[src/rtl/slot_pkg.sv]
package slot_pkg;
  // synchronized input bundle positions
  localparam int S_ON     = 0;
  localparam int S_AUXEN  = 1;
  localparam int S_FORCEN = 2;
  localparam int S_MOC    = 3;
  localparam int S_MUV    = 4;
  localparam int S_MOT    = 5;
  localparam int S_AOC    = 6;
  localparam int S_AUV    = 7;
  localparam int S_AOT    = 8;
  localparam int S_MPG    = 9;
  localparam int S_APG    = 10;
  localparam int S_COUNT  = 11;

  typedef enum logic [1:0] {
    REG_CTRL  = 2'd0,
    REG_LIMIT = 2'd1,
    REG_STAT  = 2'd2
  } reg_addr_e;

  // status bit positions
  localparam int ST_MAIN_ON  = 0;
  localparam int ST_AUX_ON   = 1;
  localparam int ST_MAIN_FLT = 2;
  localparam int ST_AUX_FLT  = 3;
  localparam int ST_MAIN_IRQ = 4;
  localparam int ST_AUX_IRQ  = 5;
  localparam int ST_BITS     = 6;

  // control bit positions
  localparam int CT_MASK  = 0;
  localparam int CT_BLOCK = 1;
endpackage

[src/rtl/slot_sync.sv]
module slot_sync #(
  parameter int W = 1,
  parameter int STAGES = 2,
  parameter logic [W-1:0] RST_VAL = '0
) (
  input  logic         clk,
  input  logic         rst,
  input  logic [W-1:0] d,
  output logic [W-1:0] q
);
  logic [W-1:0] stg [STAGES];

  always_ff @(posedge clk) begin
    if (rst) stg[0] <= RST_VAL;
    else     stg[0] <= d;
  end

  for (genvar i = 1; i < STAGES; i++) begin : g_stage
    always_ff @(posedge clk) begin
      if (rst) stg[i] <= RST_VAL;
      else     stg[i] <= stg[i-1];
    end
  end

  assign q = stg[STAGES-1];
endmodule

[src/rtl/slot_oc_timer.sv]
module slot_oc_timer #(
  parameter int CW = 16
) (
  input  logic          clk,
  input  logic          rst,
  input  logic          active,
  input  logic [CW-1:0] limit,
  output logic          expire
);
  logic [CW-1:0] cnt_q;
  logic [CW-1:0] last;

  assign last   = (limit == '0) ? '0 : limit - {{(CW-1){1'b0}}, 1'b1};
  assign expire = active && (cnt_q >= last);

  always_ff @(posedge clk) begin
    if (rst || !active) cnt_q <= '0;
    else if (!expire)   cnt_q <= cnt_q + {{(CW-1){1'b0}}, 1'b1};
  end
endmodule

[src/rtl/slot_regs.sv]
module slot_regs
  import slot_pkg::*;
#(
  parameter int DW = 16,
  parameter int DEF_LIMIT = 8
) (
  input  logic          clk,
  input  logic          rst,
  input  logic          wr,
  input  logic [1:0]    addr,
  input  logic [DW-1:0] wdata,
  input  logic          set_main_irq,
  input  logic          set_aux_irq,
  input  logic [3:0]    live_stat,
  output logic          mask,
  output logic          block,
  output logic [DW-1:0] limit,
  output logic [DW-1:0] rdata,
  output logic          int_n
);
  logic [1:0] ctrl_q, ctrl_d;
  logic [DW-1:0] lim_q;
  logic [1:0] irq_q, irq_d, irq_clr;
  logic [ST_BITS-1:0] stat;

  always_comb begin
    ctrl_d  = ctrl_q;
    irq_clr = 2'b00;
    if (wr && addr == REG_CTRL) ctrl_d = wdata[1:0];
    if (wr && addr == REG_STAT) irq_clr = wdata[ST_AUX_IRQ:ST_MAIN_IRQ];
    irq_d = (irq_q & ~irq_clr) | {set_aux_irq, set_main_irq};
  end

  assign stat  = {irq_q, live_stat};
  assign mask  = ctrl_q[CT_MASK];
  assign block = ctrl_q[CT_BLOCK];
  assign limit = lim_q;

  always_ff @(posedge clk) begin
    if (rst) begin
      ctrl_q <= '0;
      lim_q  <= DW'(DEF_LIMIT);
      irq_q  <= '0;
      int_n  <= 1'b1;
      rdata  <= '0;
    end else begin
      ctrl_q <= ctrl_d;
      irq_q  <= irq_d;
      int_n  <= ~((|irq_d) & ~ctrl_d[CT_MASK]);
      if (wr && addr == REG_LIMIT) lim_q <= wdata;
      case (addr)
        REG_CTRL:  rdata <= DW'(ctrl_q);
        REG_LIMIT: rdata <= lim_q;
        REG_STAT:  rdata <= DW'(stat);
        default:   rdata <= '0;
      endcase
    end
  end
endmodule

[src/rtl/slot_pwr_ctrl.sv]
module slot_pwr_ctrl
  import slot_pkg::*;
#(
  parameter int DW = 16,
  parameter int DEF_LIMIT = 8,
  parameter int SYNC_STAGES = 2
) (
  input  logic          clk,
  input  logic          rst,
  input  logic          on_in,
  input  logic          auxen_in,
  input  logic          force_n_in,
  input  logic          main_oc_in,
  input  logic          main_uv_in,
  input  logic          main_ot_in,
  input  logic          aux_oc_in,
  input  logic          aux_uv_in,
  input  logic          aux_ot_in,
  input  logic          main_pg_in,
  input  logic          aux_pg_in,
  input  logic          reg_wr,
  input  logic [1:0]    reg_addr,
  input  logic [DW-1:0] reg_wdata,
  output logic [DW-1:0] reg_rdata,
  output logic          main_gate_o,
  output logic          aux_gate_o,
  output logic          fault_n_o,
  output logic          pwrgd_n_o,
  output logic          int_n_o
);
  localparam logic [S_COUNT-1:0] SYNC_RST = S_COUNT'(1) << S_FORCEN;

  logic [S_COUNT-1:0] raw, s;
  logic mask, block;
  logic [DW-1:0] limit;
  logic [1:0] oc_active, oc_exp;

  logic on_d_q, main_req_q, main_flt_q, aux_act_q, aux_flt_q;
  logic force_act, on_rise, main_trip, aux_trip;
  logic main_req_d, main_flt_d, aux_act_d, aux_flt_d;

  assign raw = {aux_pg_in, main_pg_in, aux_ot_in, aux_uv_in, aux_oc_in,
                main_ot_in, main_uv_in, main_oc_in, force_n_in, auxen_in, on_in};

  slot_sync #(.W(S_COUNT), .STAGES(SYNC_STAGES), .RST_VAL(SYNC_RST)) u_sync (
    .clk(clk), .rst(rst), .d(raw), .q(s)
  );

  assign force_act    = ~s[S_FORCEN] & ~block;
  assign oc_active[0] = s[S_MOC] & main_req_q & ~force_act;
  assign oc_active[1] = s[S_AOC] & aux_act_q  & ~force_act;

  for (genvar g = 0; g < 2; g++) begin : g_timer
    slot_oc_timer #(.CW(DW)) u_tmr (
      .clk(clk), .rst(rst), .active(oc_active[g]), .limit(limit), .expire(oc_exp[g])
    );
  end

  always_comb begin
    on_rise    = s[S_ON] & ~on_d_q;
    main_trip  = main_req_q & s[S_ON] & ~force_act &
                 (s[S_MUV] | s[S_MOT] | oc_exp[0]);
    main_flt_d = s[S_ON] & (main_flt_q | main_trip);
    main_req_d = s[S_ON] & ~main_trip & (main_req_q | (on_rise & ~main_flt_q));
    aux_trip   = s[S_AUXEN] & ~aux_flt_q &
                 (s[S_AUV] | (~force_act & (s[S_AOT] | oc_exp[1])));
    aux_flt_d  = s[S_AUXEN] & (aux_flt_q | aux_trip);
    aux_act_d  = s[S_AUXEN] & ~aux_flt_d & ~s[S_AUV];
  end

  always_ff @(posedge clk) begin
    if (rst) begin
      on_d_q      <= 1'b0;
      main_req_q  <= 1'b0;
      main_flt_q  <= 1'b0;
      aux_act_q   <= 1'b0;
      aux_flt_q   <= 1'b0;
      main_gate_o <= 1'b0;
      aux_gate_o  <= 1'b0;
      fault_n_o   <= 1'b1;
      pwrgd_n_o   <= 1'b1;
    end else begin
      on_d_q      <= s[S_ON];
      main_req_q  <= main_req_d;
      main_flt_q  <= main_flt_d;
      aux_act_q   <= aux_act_d;
      aux_flt_q   <= aux_flt_d;
      main_gate_o <= force_act | main_req_d;
      aux_gate_o  <= ~s[S_AUV] & (force_act | aux_act_d);
      fault_n_o   <= ~(~force_act & (main_flt_d | aux_flt_d));
      pwrgd_n_o   <= ~(~force_act & main_req_d & aux_act_d & s[S_MPG] & s[S_APG]);
    end
  end

  slot_regs #(.DW(DW), .DEF_LIMIT(DEF_LIMIT)) u_regs (
    .clk(clk), .rst(rst), .wr(reg_wr), .addr(reg_addr), .wdata(reg_wdata),
    .set_main_irq(main_trip), .set_aux_irq(aux_trip),
    .live_stat({aux_flt_q, main_flt_q, aux_act_q, main_req_q}),
    .mask(mask), .block(block), .limit(limit), .rdata(reg_rdata), .int_n(int_n_o)
  );
endmodule

[config.mk]
export PLATFORM = sky130hd
export DESIGN_NAME = slot_pwr_ctrl
export DESIGN_NICKNAME = d
export VERILOG_FILES = /design/src/rtl/slot_pkg.sv /design/src/rtl/slot_sync.sv /design/src/rtl/slot_oc_timer.sv /design/src/rtl/slot_regs.sv /design/src/rtl/slot_pwr_ctrl.sv
export SDC_FILE = /design/constraint.sdc
export NUM_CORES = 1
export LEC_CHECK = 0
export BUFFER_PORTS_ARGS = -buffer_cell sky130_fd_sc_hd__buf_4
export CORE_UTILIZATION = 50
export CTS_CLUSTER_DIAMETER = 50
export DETAILED_ROUTE_END_ITERATION = 10
export GPL_ROUTABILITY_DRIVEN = 0
export GPL_TIMING_DRIVEN = 1
export HOLD_SLACK_MARGIN = 0.1
export PLACE_DENSITY = 0.7
export SYNTH_ARGS = -nofsm -noshare
export SYNTH_HDL_FRONTEND = slang
export SYNTH_SLANG_ARGS = --single-unit
[constraint.sdc]
create_clock -name clk -period 7.8 [get_ports clk]
set_input_delay 1.95 -clock clk [delete_from_list [all_inputs] [get_ports clk]]
set_output_delay 1.95 -clock clk [all_outputs]
set_load 0.1 [all_outputs]
======== Word-level counts from Yosys, hierarchy flattened ========
Memory sizes are Yosys's and may differ from the RTL's.
Index checks and enable logic that the tools add are counted.
word-level totals
  register bits ........................... 78
  latch bits .............................. 0
  RAM bits ................................ 22
  bits in read-only memories .............. 0
  output and inout bits ................... 21
  word-level logic and storage cells ...... 100
  memories kept ........................... 1
memory list
  memory      words  width  rd ports  clocked after Yosys merged registers in  write ports  RTL line         RTL
  u_sync.stg  2      11     2         0                                        2            slot_sync.sv:11  logic [W-1:0] stg [STAGES];
cells by class
  add/subtract/negate cells ............... 3
  $mul .................................... 0
  div/mod/pow operators ................... 0
  $lt $le $gt $ge ......................... 2
  equality and inequality tests ........... 2
  shift operators ......................... 0
  muxes and demuxes ....................... 9
  bitwise gates (word level) .............. 54
  reductions and logical operators ........ 12
operator list
  operator                                              count
  case mux 16 bit (3 select lines)                      1
  adder 16 x 1 -> 16 bit (second input constant)        2
  greater-or-equal comparator 16 bit                    2
  bitwise AND 1 bit                                     26
  2-to-1 mux 11 bit                                     2
  logical NOT 16 bit                                    1
  2-to-1 mux 16 bit                                     1
  subtractor 16 x 1 -> 16 bit (second input constant)   1
  NOT 1 bit                                             13
  bitwise OR 1 bit                                      12
  logical AND 1 bit                                     5
  2-to-1 mux 1 bit                                      4
  bitwise AND 2 bit                                     1
  equality test 2 x 1 -> 1 bit (second input constant)  1
  equality test 2 bit (second input constant)           1
  logical NOT 1 bit                                     2
  logical NOT 2 bit                                     1
  logical OR 1 bit                                      2
  2-to-1 mux 2 bit                                      1
  NOT 2 bit                                             1
  bitwise OR 2 bit                                      1
  OR reduction 2 bit                                    1

======== Logic depth before layout (Yosys ltp) ========
An unclocked memory read counts as a cell.
  depth in word-level cells ............... 19
  mapped depth ............................ 16
  gate-level depth less buffers ........... 14

======== Modules after synthesis ========
From an unflattened synthesis, not the netlist that was laid out.
second synthesis, totals
  cell total of the unflattened synthesis .. 608
  area, all modules ....................... 5320.1 um^2
by module, submodules not included
  module                             instances  cells each  area an instance (um^2)  sequential area each (um^2)
  slot_oc_timer at g_timer[0].u_tmr  1          202         1589.0                   320.3
  slot_oc_timer at g_timer[1].u_tmr  1          190         1498.9                   320.3
  slot_regs                          1          135         1280.0                   740.7
  slot_sync                          1          46          594.3                    440.4
  slot_pwr_ctrl                      1          35          357.8                    180.2

======== Worst setup path after synthesis ========
No wires, ideal clock.
  kind .................................... reg-to-reg
  from .................................... reg u_regs.lim_q[6], in the netlist u_regs.limit[6]
  to ...................................... reg g_timer[1].u_tmr.cnt_q[4]
  library setup time ...................... 72 ps
  data arrival time ....................... 3256 ps
  path slack .............................. 4473 ps
  cell stages (with the launch flop) ...... 15
  buffers on the path ..................... 3
  period minus slack after synthesis ...... 3327 ps
  cell sequence ........................... dfxtp_1 > clkbuf_1 > nor4_1 > and4b_1 > nand4b_1 > clkbuf_1 > nand2_1 > ha_1 > a211o_1 > a31oi_1 > o311a_2 > nor4_1 > buf_2 > or4_1 > a21oi_1
on the way
  cells in the longest elaborated chain, start to end .. 4
  elaborated cells between the ends (all ways) .. 5
ends and longest elaborated chain
  element                                                                   RTL line             RTL
  from (decl)                                                               slot_regs.sv:22      logic [DW-1:0] lim_q;
  from (signal assigned)                                                    slot_regs.sv:42      lim_q <= DW'(DEF_LIMIT);
  from (signal assigned)                                                    slot_regs.sv:50      if (wr && addr == REG_LIMIT) lim_q <= wdata;
  subtractor 16 x 1 -> 16 bit / logical NOT 16 bit (equally long branches)  slot_oc_timer.sv:13  assign last = (limit == '0) ? '0 : limit - {{(CW-1){1'b0}}, 1'b1};
  2-to-1 mux 16 bit *                                                       slot_oc_timer.sv:13
  greater-or-equal comparator 16 bit *                                      slot_oc_timer.sv:14  assign expire = active && (cnt_q >= last);
  logical AND 1 bit *                                                       slot_oc_timer.sv:14
  to (signal assigned)                                                      slot_oc_timer.sv:18  else if (!expire) cnt_q <= cnt_q + {{(CW-1){1'b0}}, 1'b1};
  to (decl)                                                                 slot_oc_timer.sv:10  logic [CW-1:0] cnt_q;
Every way passes the cells marked *; elsewhere a longest branch is shown, timed or not.
A chain may end at the register's enable or synchronous reset.

======== Worst setup path in the final report ========
  from .................................... reg u_regs.lim_q[6], in the netlist u_regs.limit[6]
  to ...................................... reg fault_n_o
on the way
  cells in the longest elaborated chain, start to end .. 13
  elaborated cells between the ends (all ways) .. 20
ends and longest elaborated chain
  element                                                                   RTL line             RTL
  subtractor 16 x 1 -> 16 bit / logical NOT 16 bit (equally long branches)  slot_oc_timer.sv:13
  2-to-1 mux 16 bit *                                                       slot_oc_timer.sv:13
  greater-or-equal comparator 16 bit                                        slot_oc_timer.sv:14
  logical AND 1 bit                                                         slot_oc_timer.sv:14
  bitwise OR 1 bit                                                          slot_pwr_ctrl.sv:66  (s[S_AUV] | (~force_act & (s[S_AOT] | oc_exp[1])));
  bitwise AND 1 bit                                                         slot_pwr_ctrl.sv:66
  bitwise OR 1 bit                                                          slot_pwr_ctrl.sv:66
  bitwise AND 1 bit                                                         slot_pwr_ctrl.sv:65  aux_trip = s[S_AUXEN] & ~aux_flt_q &
  bitwise OR 1 bit                                                          slot_pwr_ctrl.sv:67  aux_flt_d = s[S_AUXEN] & (aux_flt_q | aux_trip);
  bitwise AND 1 bit                                                         slot_pwr_ctrl.sv:67
  bitwise OR 1 bit *                                                        slot_pwr_ctrl.sv:90  fault_n_o <= ~(~force_act & (main_flt_d | aux_flt_d));
  bitwise AND 1 bit *                                                       slot_pwr_ctrl.sv:90
  NOT 1 bit *                                                               slot_pwr_ctrl.sv:90
  to (signal assigned)                                                      slot_pwr_ctrl.sv:90
  to (decl)                                                                 slot_pwr_ctrl.sv:27  output logic fault_n_o,
Marked as above.

==> results.py <==
metrics = {
    "layout": {
        "seq_area_mm2": 0.00200,
        "final.fill_count": 858,
        "antenna_cells": 0,
        "fin_area_mm2": 0.00555,
        "multi_input_area_mm2": 0.00272,
        "area_growth_pct": 13.2,
        "final_nets": 663,
        "stdcell_count": 729,
        "drive_gt1_share_pct": 13.5,
    },
    "clock_network": {
        "cts_buffers": 9,
        "clockBufferDepth": 2,
        "clk_pin_slew_ns": 0.10,
        "postCtsHoldBufs": 0,
        "cts-root-buf": "clkbuf_8",
        "htreeDepth": 3,
        "clk_latency_ns": 0.38,
        "postCtsSetupRepairBufs": 0,
        "cts_tree": "yes",
        "cts.sinks": 100,
        "post_cts_resized": 0,
    },
    "place": {
        "dp.cells": 713,
        "dp_hpwl_um": 8180,
        "placed_cell_area_mm2": 0.00534,
        "portBuffers": 52,
    },
    "routing": {
        "wl_per_cell_um": 15.0,
        "vias": 4185,
        "vias_per_cell": 5.74,
        "drc": 0,
        "dr.pass1.iters": 4,
        "antenna_left": 0,
        "drt_iter0_drc": 171,
        "totalWireLength_um": 10900,
    },
    "yosys": {
        "yosysUniqueCellTypes": 56,
        "synthFlopType": "dfxtp_1",
        "synth_top_cells_by_count": "dfxtp_1, nand2_1, a21oi_1, ha_1, nor2_1",
        "synth_top_area_cell": "dfxtp_1",
        "ys_seq_area_share_pct": 40.9,
        "syn_inst": 556,
        "synth_nets": 624,
        "synth_edf_count": 0,
        "synth_top_area_share_pct": 40.9,
        "synth_area_mm2": 0.00490,
        "ys_seq_elements": 100,
        "synth_area_per_cell_um2": 8.81,
        "netlist_top_cells_area": "dfxtp_1, ha_1, nand2_1",
        "synth-async-reset-ratio_pct": 0,
        "ys_warn_count": 0,
        "synth_most_common_cell": "dfxtp_1",
    },
    "critical_path": {
        "worstPathCellList": "nor4_1, and4b_1, nand4b_1, and2_1, ha_1, nand2b_1, a31oi_1, o311a_2, o31ai_4, a21oi_1, o32a_1",
        "cpLargestDelayFamily": "simple AND/OR/NAND/NOR gates",
        "cpPeakStageDelay_ns": 0.61,
        "cp_max_fo": 16,
        "required_ns": 8.08,
        "crit_path_end_kind": "register",
        "cpMaxStageDelayCell": "o31ai_4",
        "critical_path_buf_inv_count": 0,
        "worst-endpoint-arrival_ns": 4.27,
        "crit_type": "reg -> reg",
        "cp-start-kind": "register",
    },
    "sta": {
        "min_period_ns": 3.99,
        "hold_viol_final": 0,
        "fmax_mhz": 250,
        "rsz0062_at_grt": "false",
        "timing.hold.ws_ns": 0.416,
        "tightest_slew_ns": 0.998,
        "relSlewSlack_pct": 33.3,
        "maxSlewViolCount": 0,
        "final.period_utilization_pct": 51.2,
        "fin_skew_ns": 0.0148,
        "final.setup.tns_ns": 0,
        "setup_viol": 0,
    },
    "pwr": {
        "seqPwrFrac_pct": 53.9,
        "p_leak_nw": 2.21,
        "power.density_mw_per_mm2": 177,
        "power.share.clock_pct": 35.7,
        "switchingPower_uw": 258,
        "power_uw": 979,
        "ir_drop_mv": 0.109,
        "p_comb_share_pct": 10.4,
        "switching_share_pct": 26.3,
        "internal_power_uw": 722,
    },
    "worst_hold_path": {
        "hold_path.class": "reg -> reg",
    },
    "die": {
        "core_area_mm2": 0.00937,
        "die_x_um": 101,
        "die-height_um": 101,
        "dieArea_mm2": 0.0102,
        "start_util_pct": 52.3,
        "io_pins": 53,
        "rows": 35,
    },
    "job": {
        "drv_cap": 0,
    },
    "grt": {
        "grt_overflow": 0,
        "grt_max_degree": 59,
        "grt_pass1_wl_um": 17900,
        "track_usage_pct": 22.5,
        "antenna_found_initial": 0,
        "grt_pass1_vias": 3822,
    },
    "outcome": {
        "status": "finished clean",
    },
}
logic make-up (layout without fill, tap and decap cells):
kind of cell | Yosys count | in the layout | share of synthesized area [%]
fa+ha+maj | 36 | 36 | 9.20
simple gates | 231 | 231 | 24.1
mux | 12 | 12 | 2.45
flops | 100 | 100 | 40.9
xor+xnor | 13 | 13 | 2.33
compound gates | 125 | 125 | 17.4
buf+inv | 39 | 83 | 3.55
per-layer routing:
layer	global-route usage (%)	up-vias	part of all wire, %
met1	27.3	1997	45
met4	8.47	0	1.8
met3	5.13	18	3.4
met2	38.6	75	50
met5	0	-	0
li1	-	2095	-
stage by stage:
step           utilization, %  setup slack [ns]
6_report                 59.2              3.81
4_1_cts                  59.2              3.83
5_1_grt                  59.2              3.47
3_5_place_dp             57.0              3.86
3_3_place_gp             57.0              4.00
2_1_floorplan               -              4.47
power groups by stage:
stage                     Clock, mW  Combinational, mW  Sequential [mW]
after floorplan                   0             0.0609            0.548
after global placement            0             0.0986            0.539
after detailed placement          0              0.102            0.540
after CTS                     0.356              0.102            0.528
after global routing          0.371              0.112            0.529
final                         0.350              0.102            0.528
cells in the final DEF (no fill, tap or decap), types with 9 or more instances in the layout:
| cell | count |
|---|---|
| dfxtp_1 | 100 |
| nand2_1 | 82 |
| a21oi_1 | 54 |
| buf_4 | 54 |
| ha_1 | 36 |
| nor2_1 | 29 |
| nor2b_1 | 25 |
| nand3_1 | 19 |
| and3_1 | 18 |
| o31ai_1 | 13 |
| or4_1 | 13 |
| inv_1 | 12 |
| mux2i_1 | 12 |
| clkbuf_8 | 10 |
| nand4_1 | 9 |
path summary, 6_finish.rpt:
kind	from	end	slack (ns)	cells after the start
max	u_regs.limit[6]$_SDFFE_PP0P_	fault_n_o$_SDFF_PP1_	3.81	11
min	u_sync.stg[1][7]$_SDFF_PP0_	aux_gate_o$_SDFF_PP0_	0.42	1
max reg2reg	u_regs.limit[6]$_SDFFE_PP0P_	fault_n_o$_SDFF_PP1_	3.81	11
min reg2reg	u_sync.stg[1][7]$_SDFF_PP0_	aux_gate_o$_SDFF_PP0_	0.42	1
area by class of cell:
cell class,count,share of cell area (%)
timing repair buffer,54,7.31
inverter,13,0.880
tap,129,2.91
clock buffer,10,2.48
clock inverter,6,1.24
multi-input combinational,417,49.1
sequential,100,36.1
registers in the layout (all words and copies together) (netlist names), 2 cells and up:
register / cells
u_regs.rdata: 16
u_regs.limit: 16
u_sync.stg: 22
u_regs.irq_q: 2
u_regs.ctrl_q: 2
g_timer.u_tmr.cnt_q: 32
Note: power is estimated with default switching activity, not from simulation.
